--- src/rtl/uart_rx_pkg.sv ---
package uart_rx_pkg;
  typedef enum logic [2:0] {
    ST_IDLE, ST_START, ST_DATA, ST_PAR, ST_STOP, ST_HOLD
  } rx_state_e;

  typedef struct packed {
    logic [1:0] len;
    logic       par_en;
    logic       par_even;
    logic       par_stick;
  } rx_cfg_t;
endpackage

--- src/rtl/uart_rx_sync.sv ---
module uart_rx_sync #(
  parameter int STAGES = 2
) (
  input  logic clk_i,
  input  logic rst_ni,
  input  logic d_i,
  output logic q_o
);
  logic [STAGES-1:0] ff_q;

  generate
    if (STAGES == 1) begin : g_one
      always_ff @(posedge clk_i or negedge rst_ni)
        if (!rst_ni) ff_q <= '1;
        else         ff_q <= d_i;
    end else begin : g_chain
      always_ff @(posedge clk_i or negedge rst_ni)
        if (!rst_ni) ff_q <= '1;
        else         ff_q <= {ff_q[STAGES-2:0], d_i};
    end
  endgenerate

  assign q_o = ff_q[STAGES-1];
endmodule

--- src/rtl/uart_rx_vote.sv ---
module uart_rx_vote #(
  parameter int OSR    = 16,
  parameter int VOTE_N = 3,
  localparam int CNT_W = $clog2(OSR)
) (
  input  logic             clk_i,
  input  logic             rst_ni,
  input  logic             tick_i,
  input  logic             rx_i,
  input  logic [CNT_W-1:0] cnt_i,
  output logic             vote_o
);
  localparam int HALF  = VOTE_N / 2;
  localparam int LO    = OSR / 2 - HALF;
  localparam int HI    = OSR / 2 + HALF;
  localparam int ONE_W = $clog2(VOTE_N + 1);

  logic [VOTE_N-2:0] smp_q;
  logic [VOTE_N-1:0] all_smp;
  logic [ONE_W-1:0]  ones;
  logic              in_win;

  assign in_win = (int'(cnt_i) >= LO) && (int'(cnt_i) < HI);

  generate
    if (VOTE_N == 2) begin : g_short
      always_ff @(posedge clk_i or negedge rst_ni)
        if (!rst_ni)               smp_q <= '1;
        else if (tick_i && in_win) smp_q <= rx_i;
    end else begin : g_long
      always_ff @(posedge clk_i or negedge rst_ni)
        if (!rst_ni)               smp_q <= '1;
        else if (tick_i && in_win) smp_q <= {smp_q[VOTE_N-3:0], rx_i};
    end
  endgenerate

  // last sample is taken live at the decision tick
  assign all_smp = {smp_q, rx_i};

  always_comb begin
    ones = '0;
    for (int i = 0; i < VOTE_N; i++) ones = ones + ONE_W'(all_smp[i]);
  end

  assign vote_o = (int'(ones) > HALF);
endmodule

--- src/rtl/uart_rx_frame.sv ---
module uart_rx_frame
  import uart_rx_pkg::*;
#(
  parameter int OSR    = 16,
  parameter int VOTE_N = 3,
  localparam int CNT_W = $clog2(OSR)
) (
  input  logic             clk_i,
  input  logic             rst_ni,
  input  logic             tick_i,
  input  logic             rx_i,
  input  logic             vote_i,
  input  rx_cfg_t          cfg_i,
  output logic [CNT_W-1:0] cnt_o,
  output logic             done_o,
  output logic [7:0]       data_o,
  output logic             pe_o,
  output logic             fe_o,
  output logic             brk_o,
  output logic             fs_o
);
  localparam logic [CNT_W-1:0] CNT_LAST = CNT_W'(OSR - 1);
  localparam logic [CNT_W-1:0] CNT_DEC  = CNT_W'(OSR / 2 + VOTE_N / 2);

  rx_state_e  state_q;
  rx_cfg_t    cfg_q;
  logic [CNT_W-1:0] cnt_q;
  logic [2:0] idx_q;
  logic [7:0] shreg_q;
  logic       par_q;
  logic       zero_q;
  logic       dec_tick;
  logic       end_tick;
  logic       last_bit;
  logic       par_exp;
  logic       par_bad;

  assign dec_tick = tick_i && (cnt_q == CNT_DEC);
  assign end_tick = tick_i && (cnt_q == CNT_LAST);
  assign last_bit = (idx_q == ({1'b0, cfg_q.len} + 3'd4));

  assign par_exp = cfg_q.par_stick ? ~cfg_q.par_even
                 : (cfg_q.par_even ? ^shreg_q : ~^shreg_q);
  assign par_bad = cfg_q.par_en && (par_q != par_exp);

  always_ff @(posedge clk_i or negedge rst_ni) begin
    if (!rst_ni) begin
      state_q <= ST_IDLE;
      cfg_q   <= '0;
      cnt_q   <= '0;
      idx_q   <= '0;
      shreg_q <= '0;
      par_q   <= 1'b0;
      zero_q  <= 1'b1;
      done_o  <= 1'b0;
      data_o  <= '0;
      pe_o    <= 1'b0;
      fe_o    <= 1'b0;
      brk_o   <= 1'b0;
      fs_o    <= 1'b0;
    end else begin
      done_o <= 1'b0;
      fs_o   <= 1'b0;
      if (tick_i) begin
        unique case (state_q)
          ST_IDLE: begin
            cnt_q <= '0;
            if (!rx_i) begin
              state_q <= ST_START;
              cfg_q   <= cfg_i;
              idx_q   <= '0;
              shreg_q <= '0;
              par_q   <= 1'b0;
              zero_q  <= 1'b1;
            end
          end
          ST_START: begin
            cnt_q <= cnt_q + 1'b1;
            if (dec_tick && vote_i) begin
              state_q <= ST_IDLE;
              cnt_q   <= '0;
              fs_o    <= 1'b1;
            end else if (end_tick) begin
              state_q <= ST_DATA;
              cnt_q   <= '0;
            end
          end
          ST_DATA: begin
            cnt_q <= cnt_q + 1'b1;
            if (dec_tick) begin
              shreg_q[idx_q] <= vote_i;
              if (vote_i) zero_q <= 1'b0;
            end
            if (end_tick) begin
              cnt_q <= '0;
              if (last_bit) state_q <= cfg_q.par_en ? ST_PAR : ST_STOP;
              else          idx_q   <= idx_q + 1'b1;
            end
          end
          ST_PAR: begin
            cnt_q <= cnt_q + 1'b1;
            if (dec_tick) begin
              par_q <= vote_i;
              if (vote_i) zero_q <= 1'b0;
            end
            if (end_tick) begin
              state_q <= ST_STOP;
              cnt_q   <= '0;
            end
          end
          ST_STOP: begin
            cnt_q <= cnt_q + 1'b1;
            if (dec_tick) begin
              done_o  <= 1'b1;
              data_o  <= shreg_q;
              pe_o    <= par_bad;
              fe_o    <= ~vote_i;
              brk_o   <= ~vote_i & zero_q;
              cnt_q   <= '0;
              state_q <= vote_i ? ST_IDLE : ST_HOLD;
            end
          end
          ST_HOLD: begin
            cnt_q <= '0;
            if (rx_i) state_q <= ST_IDLE;
          end
          default: state_q <= ST_IDLE;
        endcase
      end
    end
  end

  assign cnt_o = cnt_q;
endmodule

--- src/rtl/uart_rx_status.sv ---
module uart_rx_status (
  input  logic       clk_i,
  input  logic       rst_ni,
  input  logic       done_i,
  input  logic [7:0] data_i,
  input  logic       pe_i,
  input  logic       fe_i,
  input  logic       brk_i,
  input  logic       fs_i,
  input  logic       rd_i,
  input  logic       clr_i,
  output logic [7:0] data_o,
  output logic       rdy_o,
  output logic       pe_o,
  output logic       fe_o,
  output logic       brk_o,
  output logic       ovr_o,
  output logic       fs_o
);
  always_ff @(posedge clk_i or negedge rst_ni) begin
    if (!rst_ni) begin
      data_o <= '0;
      rdy_o  <= 1'b0;
      pe_o   <= 1'b0;
      fe_o   <= 1'b0;
      brk_o  <= 1'b0;
      ovr_o  <= 1'b0;
      fs_o   <= 1'b0;
    end else begin
      if (done_i)    data_o <= data_i;
      if (done_i)    rdy_o  <= 1'b1;
      else if (rd_i) rdy_o  <= 1'b0;
      // set has priority over clear
      if (done_i && pe_i)               pe_o  <= 1'b1;
      else if (clr_i)                   pe_o  <= 1'b0;
      if (done_i && fe_i)               fe_o  <= 1'b1;
      else if (clr_i)                   fe_o  <= 1'b0;
      if (done_i && brk_i)              brk_o <= 1'b1;
      else if (clr_i)                   brk_o <= 1'b0;
      if (done_i && rdy_o && !rd_i)     ovr_o <= 1'b1;
      else if (clr_i)                   ovr_o <= 1'b0;
      if (fs_i)                         fs_o  <= 1'b1;
      else if (clr_i)                   fs_o  <= 1'b0;
    end
  end
endmodule

--- src/rtl/uart_rx_os.sv ---
module uart_rx_os
  import uart_rx_pkg::*;
#(
  parameter int OSR         = 16,
  parameter int VOTE_N      = 3,
  parameter int SYNC_STAGES = 2
) (
  input  logic       clk_i,
  input  logic       rst_ni,
  input  logic       tick_i,
  input  logic       rx_i,
  input  logic [1:0] len_sel_i,
  input  logic       par_en_i,
  input  logic       par_even_i,
  input  logic       par_stick_i,
  input  logic       rd_i,
  input  logic       err_clr_i,
  output logic [7:0] data_o,
  output logic       data_rdy_o,
  output logic       frame_err_o,
  output logic       par_err_o,
  output logic       ovr_err_o,
  output logic       brk_err_o,
  output logic       false_start_o
);
  localparam int CNT_W = $clog2(OSR);

  logic             rx_s;
  logic             vote;
  logic [CNT_W-1:0] cnt;
  rx_cfg_t          cfg;
  logic             frm_done;
  logic [7:0]       frm_data;
  logic             frm_pe, frm_fe, frm_brk, frm_fs;

  assign cfg = '{len: len_sel_i, par_en: par_en_i,
                 par_even: par_even_i, par_stick: par_stick_i};

  uart_rx_sync #(.STAGES(SYNC_STAGES)) u_sync (
    .clk_i, .rst_ni, .d_i(rx_i), .q_o(rx_s)
  );

  uart_rx_vote #(.OSR(OSR), .VOTE_N(VOTE_N)) u_vote (
    .clk_i, .rst_ni, .tick_i, .rx_i(rx_s), .cnt_i(cnt), .vote_o(vote)
  );

  uart_rx_frame #(.OSR(OSR), .VOTE_N(VOTE_N)) u_frame (
    .clk_i, .rst_ni, .tick_i, .rx_i(rx_s), .vote_i(vote), .cfg_i(cfg),
    .cnt_o(cnt), .done_o(frm_done), .data_o(frm_data), .pe_o(frm_pe),
    .fe_o(frm_fe), .brk_o(frm_brk), .fs_o(frm_fs)
  );

  uart_rx_status u_status (
    .clk_i, .rst_ni, .done_i(frm_done), .data_i(frm_data), .pe_i(frm_pe),
    .fe_i(frm_fe), .brk_i(frm_brk), .fs_i(frm_fs), .rd_i, .clr_i(err_clr_i),
    .data_o, .rdy_o(data_rdy_o), .pe_o(par_err_o), .fe_o(frame_err_o),
    .brk_o(brk_err_o), .ovr_o(ovr_err_o), .fs_o(false_start_o)
  );
endmodule

--- config.mk ---
export PLATFORM = sky130hd
export DESIGN_NAME = uart_rx_os
export DESIGN_NICKNAME = d
export VERILOG_FILES = /design/src/rtl/uart_rx_pkg.sv /design/src/rtl/uart_rx_sync.sv /design/src/rtl/uart_rx_vote.sv /design/src/rtl/uart_rx_frame.sv /design/src/rtl/uart_rx_status.sv /design/src/rtl/uart_rx_os.sv
export SDC_FILE = /design/constraint.sdc
export NUM_CORES = 1
export LEC_CHECK = 0
export BUFFER_PORTS_ARGS = -buffer_cell sky130_fd_sc_hd__buf_2
export CORE_ASPECT_RATIO = 0.8
export CORE_UTILIZATION = 44
export DETAILED_ROUTE_END_ITERATION = 10
export GPL_TIMING_DRIVEN = 0
export PLACE_DENSITY = 0.73
export REMOVE_ABC_BUFFERS = 1
export SETUP_SLACK_MARGIN = 0.05
export SLEW_MARGIN = 25
export SYNTH_ARGS = -nofsm -noshare
export SYNTH_HDL_FRONTEND = slang
export SYNTH_SLANG_ARGS = --single-unit
--- constraint.sdc ---
create_clock -name clk_i -period 5.06 [get_ports clk_i]
set_input_delay 0.506 -clock clk_i [delete_from_list [all_inputs] [get_ports clk_i]]
set_output_delay 0.506 -clock clk_i [all_outputs]
set_load 0.01 [all_outputs]
* Word-level counts from Yosys, hierarchy flattened
Index checks and enable logic that the tools add are counted.
** Word-level totals
- Output and inout bits :: 14
- Register bits :: 56
- Logic and storage cells :: 144
- Bits of input ports :: 11
** Operators by class
- Mux-type cells :: 48
- Add/subtract/negate cells :: 5
- Order comparisons :: 5
- Equality and inequality tests :: 21
- Bitwise logic cells :: 4
- Reductions and logical operators :: 36
** Operators with widths (count)
- $mux W3 :: 13
- $mux W1 :: 22
- $pmux W3 S6 :: 1
- $reduce_bool A2 Y1 :: 9
- $mux W8 :: 2
- $ne A2 B1 Y1 const B :: 8
- $pmux W4 S4 :: 1
- $pmux W8 S2 :: 1
- $logic_and A1 B1 Y1 :: 12
- $mux W4 :: 3
- $reduce_and A5 Y1 :: 2
- $bwmux W8 :: 1
- $eq A4 B4 Y1 const B :: 2
- $reduce_and A4 Y1 :: 2
- $reduce_and A8 Y1 :: 1
- $reduce_xnor A8 Y1 :: 1
- $reduce_xor A8 Y1 :: 1
- $eq A3 B2 Y1 const B :: 2
- $eq A3 B3 Y1 const B :: 2
- $ne A2 B2 Y1 const B :: 3
- $pmux W3 S2 :: 1
- $reduce_and A3 Y1 :: 2
- $add A4 B1 Y4 const B :: 1
- $ge A4 B3 Y1 const B :: 1
- other kinds (21) :: 25

* Logic depth before layout (Yosys ltp)
Gate-level depths: netlist of run 1.
- Depth in word-level cells :: 7
- Gate-level depth with buffers :: 9

* Hierarchy
A second synthesis of run 1 with hierarchy kept.
** Second synthesis, totals
- Cells, all modules :: 268
- Area, all modules :: 2790.2 um^2
** Modules (own cells, without submodules)
- uart_rx_frame :: area an instance 2077.0 um^2, cells each 226, instances 1, seq. area each 952.2 um^2
- uart_rx_status :: area an instance 534.3 um^2, cells each 31, instances 1, seq. area each 350.3 um^2
- uart_rx_vote :: area an instance 126.4 um^2, cells each 9, instances 1, seq. area each 52.6 um^2
- uart_rx_sync :: area an instance 52.6 um^2, cells each 2, instances 1, seq. area each 52.6 um^2

* Worst setup path after synthesis of run 1
Ideal clock, no wire load.
- Kind :: register -> register
- Start point :: register u_sync.ff_q[1]
- End point :: register u_frame.state_q[0]
- Data arrival time :: 1.847 ns
- Library setup time :: 0.125 ns
- Cell stages (with the launch flop) :: 7
- Path slack :: 3.088 ns
- Data required time :: 4.935 ns
- Cells stage by stage :: dfstp_2 -> ha_1 -> a21o_1 -> nand2_1 -> a21oi_1 -> o311ai_2 -> mux2_2
** On the way
- Word-level cells in the longest chain between the ends :: 6
- Elaborated cells on any way between the ends :: 12
** RTL lines
- start, declared :: line uart_rx_sync.sv:9 : logic [STAGES-1:0] ff_q;
- start signal, assigned :: line uart_rx_sync.sv:19 : else ff_q <= {ff_q[STAGES-2:0], d_i};
- $add A1 B1 Y2 :: line uart_rx_vote.sv:42 : for (int i = 0; i < VOTE_N; i++) ones = ones + ONE_W'(all_smp[i]);
- $add A2 B1 Y2 :: line uart_rx_vote.sv:42
- $gt A2 B1 Y1 :: line uart_rx_vote.sv:45 : assign vote_o = (int'(ones) > HALF);
- $mux W3 or $logic_and A1 B1 Y1 (tied branches) :: line uart_rx_frame.sv:120, uart_rx_frame.sv:79
- $mux W3, or another cell as far along :: line uart_rx_frame.sv:113 : if (dec_tick) begin
- $pmux W3 S6 or $reduce_and A8 Y1 (tied branches)
- end signal, assigned :: line uart_rx_frame.sv:96 : if (last_bit) state_q <= cfg_q.par_en ? ST_PAR : ST_STOP;
- end signal, assigned :: line uart_rx_frame.sv:120 : state_q <= vote_i ? ST_IDLE : ST_HOLD;
- end, declared :: line uart_rx_frame.sv:25 : rx_state_e state_q;
Several ways; a longest one is shown, not always the timed one. The select of a mux whose other input is x is not followed.
A chain may end at the register's enable or synchronous reset.

* Final worst setup path of run 1
- Start point :: register u_sync.ff_q[1]
- End point :: register u_frame.state_q[1]
** On the way
- Word-level cells in the longest chain between the ends :: 6
- Elaborated cells on any way between the ends :: 10
** RTL lines
- $add A1 B1 Y2 :: line uart_rx_vote.sv:42
- $add A2 B1 Y2 :: line uart_rx_vote.sv:42
- $gt A2 B1 Y1 :: line uart_rx_vote.sv:45
- $logic_and A1 B1 Y1 :: line uart_rx_frame.sv:79 : if (dec_tick && vote_i) begin
- $ne A3 B1 Y1 (no source line) or $mux W3 (tied branches)
- $reduce_and A8 Y1 (no source line) or $pmux W3 S6 (tied branches)
Several ways; a longest one is shown, not always the timed one.

==> results.json, run 1 <==
{
  "nFillCells": 542,
  "synth_edf_count": 0,
  "maxCapViolCount": 0,
  "design.core.area_um2": 5910,
  "initial_core_util_pct": 45.8,
  "drc": 0,
  "register_area_um2": 1410,
  "status": "finished clean",
  "ant_nets": 0,
  "fmax_mhz": 451,
  "hold_viol_final": 0,
  "wl_per_cell_um": 14.4,
  "worstSetupStartpointType": "register",
  "hold_class": "in -> async",
  "drt_iter0_markers": 176,
  "slowest_delay_ns": 0.63,
  "min_period_ns": 2.22,
  "power.total_mw": 1.23,
  "final_min_period_over_clock_period_pct": 43.8,
  "synth_cell_type_count": 44,
  "setup_violations": 0,
  "track_usage_pct": 16.8,
  "avgSynthCellArea_um2": 11.1,
  "ys_seq_area_share_pct": 52.0,
  "crit_path_end_kind": "register",
  "power_per_cell_area_nw_per_um2": 419,
  "worst_pin_slew_ns": 0.844,
  "cts_resized": 0,
  "tritoncts": "built",
  "die_h_um": 72.2,
  "async_reset_ff_share_pct": 100,
  "cts_setup_buffers": 0,
  "layout_common_cells": "dfrtp_1 (51), mux2_2 (23), buf_2 (23), nand2_1 (22), o21ai_0 (21)",
  "final_core_util_pct": 49.9,
  "synth_seq_cells": 56,
  "relSlewSlack_pct": 43.3,
  "cp.arrival_ns": 2.43,
  "rr_worst_depth": 6,
  "num_vias": 1853,
  "cts_buffers": 5,
  "die-area_um2": 6480,
  "io_buffers": 24,
  "drive_gt1_share_pct": 25.5,
  "drv_slew": 0,
  "cp_slowest_cell": "dfstp_2",
  "viasPerCell": 5.39,
  "grt_max_degree": 57,
  "reg2reg_setup_slack_ns": 2.84,
  "rsz0062_at_grt": "false",
  "syn_to_final_growth_pct": 8.82,
  "cts_root_buffer": "clkbuf_8",
  "met2_usage_pct": 25.3,
  "met1_usage_pct": 23.9,
  "die-width_um": 89.7,
  "antenna_found_initial": 0,
  "r2r-end": "u_frame.state_q[1]",
  "fin_setup_tns_ns": 0,
  "cp_max_fo": 7,
  "clk_latency_ns": 0.32,
  "skew_ns": 0.00837,
  "grt_pass1_vias": 1731,
  "hold_buffers": 0,
  "io_pins": 25,
  "cp_cell_sequence": "ha_1 > a21o_1 > nand2_1 > a21oi_1 > o311ai_2 > mux2_2",
  "firstDrtPassIters": 4,
  "r2r_start": "u_sync.ff_q[1]",
  "use_met3_pct": 3.46,
  "place_congestion": 0.791,
  "path_class": "reg -> reg",
  "h-tree-depth": 2,
  "syn-instance-count": 244,
  "rows": 25,
  "clock-sinks": 56,
  "nets": 278,
  "cp.required_ns": 5.28,
  "p_leak_nw": 1.40,
  "cts.clk_slew.worst_paths_ns": 0.10,
  "busiest_layer": "met2",
  "clk_path_buf_depth": 2,
  "n_antenna_cell": 0,
  "ir_drop_mv": 0.207,
  "synthesis.area_um2": 2710,
  "dp_hpwl_um": 3420,
  "final_common_cell": "dfrtp_1",
  "drt-total-wl_um": 4970,
  "grt_overflow": 0,
  "grt_pass1_wl_um": 8510,
  "multi_input_area_um2": 1200,
  "synth_top_flop_cell": "dfrtp_1",
  "ys_warn_count": 0
}
stage by stage:
step | worst slack (ns) | hold slack [ns] | instance area (um2) | instances
after global placement | 2.86 | 0.347 | 2860 | 336
final | 2.84 | 0.218 | 2950 | 344
after floorplan | 3.08 | 0.210 | 2630 | 231
after global routing | 2.73 | 0.257 | 2950 | 344
after CTS | 2.84 | 0.245 | 2950 | 344
after detailed placement | 2.87 | 0.350 | 2860 | 336
critical path, delay by kind of cell, from the launching register on:
kind            cells  cell delay (ns)
compound gates      3             0.68
flops               1             0.63
mux                 1             0.38
fa+ha+maj           1             0.27
simple gates        1             0.15
cell families (layout without fill, tap and decap cells):
group | after synthesis | count (layout) | synth area share (%)
buffers and inverters | 21 | 40 | 3.88
DFF | 56 | 56 | 52.0
AOI/OAI and AO/OA | 58 | 58 | 13.9
and+or+nand+nor | 68 | 68 | 13.5
muxes | 26 | 26 | 11.2
adders and majority gates | 5 | 5 | 2.31
xor gates and xnor gates | 10 | 10 | 3.23
layer usage:
layer	wire length, um	share of wire, %
met5	0	0
met4	91	1.8
met3	162	3.3
met2	2120	43
met1	2590	52
Yosys cell counts, drive strengths merged, types with 2 or more instances:
library cell	number	area share (%)
a21o	6	1.7
a22o	3	0.97
nor2b	3	0.69
nand2b	6	1.4
mux2	26	11
nor4b	2	0.65
o21a	2	0.55
dfrtp	51	47
inv	8	1.1
or3	2	0.46
nand3b	2	0.55
nand4b	2	0.65
nand2	22	3.0
a31oi	6	1.4
o21ai	21	3.9
nor3	5	0.92
dfstp	5	4.9
xnor2	9	2.9
buf	6	1.8
clkbuf	7	1.0
nand4	3	0.69
o31ai	5	1.4
nand3	5	0.92
o22ai	2	0.46
nor2	10	1.4
ha	5	2.3
a21oi	7	1.3
sequential cells by signal, summed over array words and instances, names as in the netlist, 2 cells and up:
name,cells
u_vote.smp_q,2
u_sync.ff_q,2
u_frame.state_q,3
u_frame.cfg_q,5
u_frame.idx_q,3
u_frame.data_o,8
u_frame.cnt_o,4
u_frame.shreg_q,8
u_status.data_o,8
worst max path at each step:
stage / to / startpoint / slack [ns] / cells after the start
floorplan: u_frame.state_q[0] / u_sync.ff_q[1] / 3.08 / 6
detailed placement: u_frame.state_q[1] / u_sync.ff_q[1] / 2.87 / 6
CTS: u_frame.state_q[1] / u_sync.ff_q[1] / 2.84 / 6
global placement: u_frame.state_q[1] / u_sync.ff_q[1] / 2.86 / 6
finish: u_frame.state_q[1] / u_sync.ff_q[1] / 2.84 / 6
global route: u_frame.pe_o / u_frame.state_q[1] / 2.73 / 5
report_power, final:
part / switching (mW) / internal (mW)
combinational: 0.175 / 0.169
sequential: 0.105 / 0.529
clock: 0.157 / 0.0987
area by class of cell:
class                      count  area share, %
timing repair buffer          24           4.16
inverter                       8           1.02
clock inverter                 3          0.722
tap                           81           3.44
clock buffer                   5           2.33
multi-input combinational    167           40.6
sequential                    56           47.8
(Power assumes the default switching activity.)
==> inputs of run 2 (changes only) <==
--- a/config.mk
+++ b/config.mk
@@ -5,6 +5,7 @@
 export SDC_FILE = /design/constraint.sdc
 export NUM_CORES = 1
 export LEC_CHECK = 0
+export ABC_AREA = 1
 export BUFFER_PORTS_ARGS = -buffer_cell sky130_fd_sc_hd__buf_2
 export CORE_ASPECT_RATIO = 0.8
 export CORE_UTILIZATION = 44
==> constraint.sdc (replaced) <==
create_clock -name clk_i -period 2.1 [get_ports clk_i]
set_input_delay 0.21 -clock clk_i [delete_from_list [all_inputs] [get_ports clk_i]]
set_output_delay 0.21 -clock clk_i [all_outputs]
set_load 0.01 [all_outputs]
==> run 2 against run 1 <==
  * Utilization rose by 2.1 points
  * Design area grew 6.5%
  * Routed wire length increased by 1.7%
  * Global-route usage down 0.50 points
  * Sequential power grew 120%
  * Worst setup slack got worse by 2.6 ns
  * Area after synthesis rose by 4.2%
  * Register-to-register slack worse by 2.6 ns
  * Synthesized cell count up 43%
  * Via count is 21% higher
  * Clock skew fell by 0.0036 ns
  * Largest power group unchanged
==> results.json, run 2 <==
{
  "reg2reg_setup_slack_ns": 0.25,
  "path_class": "reg -> reg",
  "yosysMostFrequentCell": "nand2_1",
  "io_buffers": 24,
  "min_period_ns": 1.85,
  "hold_class": "in -> reg",
  "synth_cell_type_count": 33,
  "cp_slowest_cell": "a211oi_1",
  "worstSetupStartpointType": "register",
  "ys_top_cells_by_count": "nand2_1 (119), dfrtp_1 (51), inv_1 (41)",
  "worst_hold_slack_ns": 0.126,
  "syn_to_final_growth_pct": 11.2,
  "synth_area_leaders": "dfrtp_1 (45%), nand2_1 (16%), inv_1 (5.5%), dfstp_2 (4.7%), o21ai_0 (4.1%)",
  "synthesis.area_um2": 2820,
  "setup_violations": 0,
  "antenna_found_initial": 0,
  "synth_edf_count": 0,
  "topRoutingLayerUsed": "met4",
  "cp_cell_sequence": "ha_1 > nand4_1 > a211oi_1 > nand2_1 > nand2_1 > nand2_1",
  "drt_iter0_markers": 100,
  "cp_num_cells": 6,
  "final_min_period_over_clock_period_pct": 88.1,
  "placed_area_um2": 2990,
  "synth_top_flop_cell": "dfrtp_1",
  "rows": 25,
  "fmax_mhz": 540,
  "drive_gt1_share_pct": 14.7,
  "die-width_um": 91.5,
  "placed_cells": 446,
  "firstDrtPassIters": 4,
  "dp_hpwl_um": 3650,
  "clock-sinks": 56,
  "syn-instance-count": 348,
  "initial_core_util_pct": 46.7,
  "avgSynthCellArea_um2": 8.11,
  "synth_top_area_share_pct": 45.2,
  "h-tree-depth": 2,
  "cp.arrival_ns": 2.07,
  "crit_path_end_kind": "register",
  "rsz0062_at_grt": "false",
  "fin_setup_tns_ns": 0,
  "die-area_um2": 6740,
  "critPathTopFamily": "simple AND/OR/NAND/NOR gates",
  "ant_nets": 0,
  "cp_max_fo": 5,
  "fin_area_um2": 3140,
  "power_per_cell_area_nw_per_um2": 957,
  "cts_buffers": 5,
  "skew_ns": 0.00482,
  "grt_pass1_vias": 1991,
  "drc": 0,
  "p_leak_nw": 1.64,
  "wl_met2_um": 2180,
  "cp-endpoint": "u_frame.state_q[1]",
  "n_antenna_cell": 0,
  "drv_slew": 0,
  "clk_path_buf_depth": 2,
  "grt_max_degree": 57,
  "design.core.area_um2": 6040,
  "routed-wl-met3_um": 312,
  "rr_worst_depth": 6,
  "slowest_delay_ns": 0.56,
  "async_reset_ff_share_pct": 100,
  "relSlewSlack_pct": 54.5,
  "layoutNonFillerInstCount": 456,
  "synth_top_area_cell": "dfrtp_1",
  "die_h_um": 73.6,
  "hold_viol_final": 0,
  "cp.required_ns": 2.31,
  "r2r-end": "u_frame.state_q[1]",
  "met1_length_um": 2500,
  "status": "finished clean",
  "ir_drop_mv": 0.424,
  "num_vias": 2238,
  "ys_warn_count": 0,
  "layout_common_cells": "nand2_1 (119), dfrtp_1 (51), inv_1 (41), nor2_1 (26)",
  "tritoncts": "built",
  "reg_top3": "u_frame.data_o: 8 flops, u_frame.shreg_q: 8 flops, u_status.data_o: 8 flops",
  "worst_pin_slew_ns": 0.683,
  "path_common_cell": "nand2_1",
  "viasPerCell": 4.91,
  "cts.clk_slew.worst_paths_ns": 0.10,
  "cts_root_buffer": "clkbuf_8",
  "final_common_cell": "nand2_1",
  "track_usage_pct": 16.3,
  "maxCapViolCount": 0,
  "ys_seq_area_share_pct": 49.9,
  "drt-total-wl_um": 5050,
  "place_congestion": 0.890,
  "r2r_start": "u_frame.cnt_o[0]",
  "wl_per_cell_um": 11.1,
  "startpoint": "u_frame.cnt_o[0]",
  "grt_overflow": 0,
  "nets": 390,
  "synth_seq_cells": 56,
  "io_pins": 25,
  "clk_latency_ns": 0.31,
  "critPathBufInv": 0,
  "grt_pass1_wl_um": 8710
}
run 2: cell types whose count changed in the layout (fill, tap and decap cells not counted), moves of 6 or more:
cell	change
nand3_1	+12
inv_1	+33
xnor2_1	-7
nand2_1	+97
mux2_2	-20
a21o_1	-6
a31oi_1	-6
nor2_1	+16
nand2b_1	-6
run 2: kinds of logic (layout without fill, tap and decap cells):
kind of cell	count (synthesis)	count (layout)	synth area share (%)
fa+ha+maj	5	5	2.22
simple gates	183	183	28.3
flops	56	56	49.9
compound gates	45	45	9.36
mux	3	3	1.20
buf+inv	52	79	7.80
xor+xnor	4	4	1.24
run 2: final cells by class:
class                      instances  area (um2)
clock buffer                       6        72.6
sequential                        56        1410
timing repair buffer              26         143
multi-input combinational        240        1210
fill                             587        2900
clock inverter                     2        38.8
tap                               81         101
inverter                          45         169
run 2: worst min path at each step:
stage                       from            endpoint  slack, ns  depth (start not counted)
global route          par_even_i    u_frame.cfg_q[1]       0.13                          2
floorplan                 rst_ni       u_frame.brk_o      -0.09                          0
finish              len_sel_i[1]    u_frame.cfg_q[4]       0.13                          2
CTS                   par_even_i    u_frame.cfg_q[1]       0.12                          2
detailed placement        rst_ni  u_status.data_o[2]       0.30                          1
global placement            rx_i      u_sync.ff_q[0]       0.32                          1
run 2: layer usage:
metal	vias to the layer above	global-route usage (%)
li1	1155	-
met3	7	3.62
met1	1014	22.6
met5	-	0
met2	62	25.4
met4	0	6.17
run 2: timing repair:
action | CTS | global route
setup buffers | 0 | 0
resized for setup | 0 | 2
endpoints found under the hold margin | 52 | 0
hold buffers | 2 | 0
setup endpoints to repair | 0 | 6
run 2: stage by stage:
step	worst slack (ns)	power [mW]	util, %
2_1_floorplan	0.416	2.07	-
3_3_place_gp	0.187	2.25	49.6
3_5_place_dp	0.166	2.28	49.6
4_1_cts	0.148	3.01	51.8
5_1_grt	0.108	3.21	52.0
6_report	0.250	3.00	52.0
run 2: power by group:
group | switching (mW) | total, mW | internal, mW
registers | 0.158 | 1.38 | 1.22
clock network | 0.358 | 0.719 | 0.361
logic | 0.597 | 0.908 | 0.311
total | 1.11 | 3.00 | 1.89
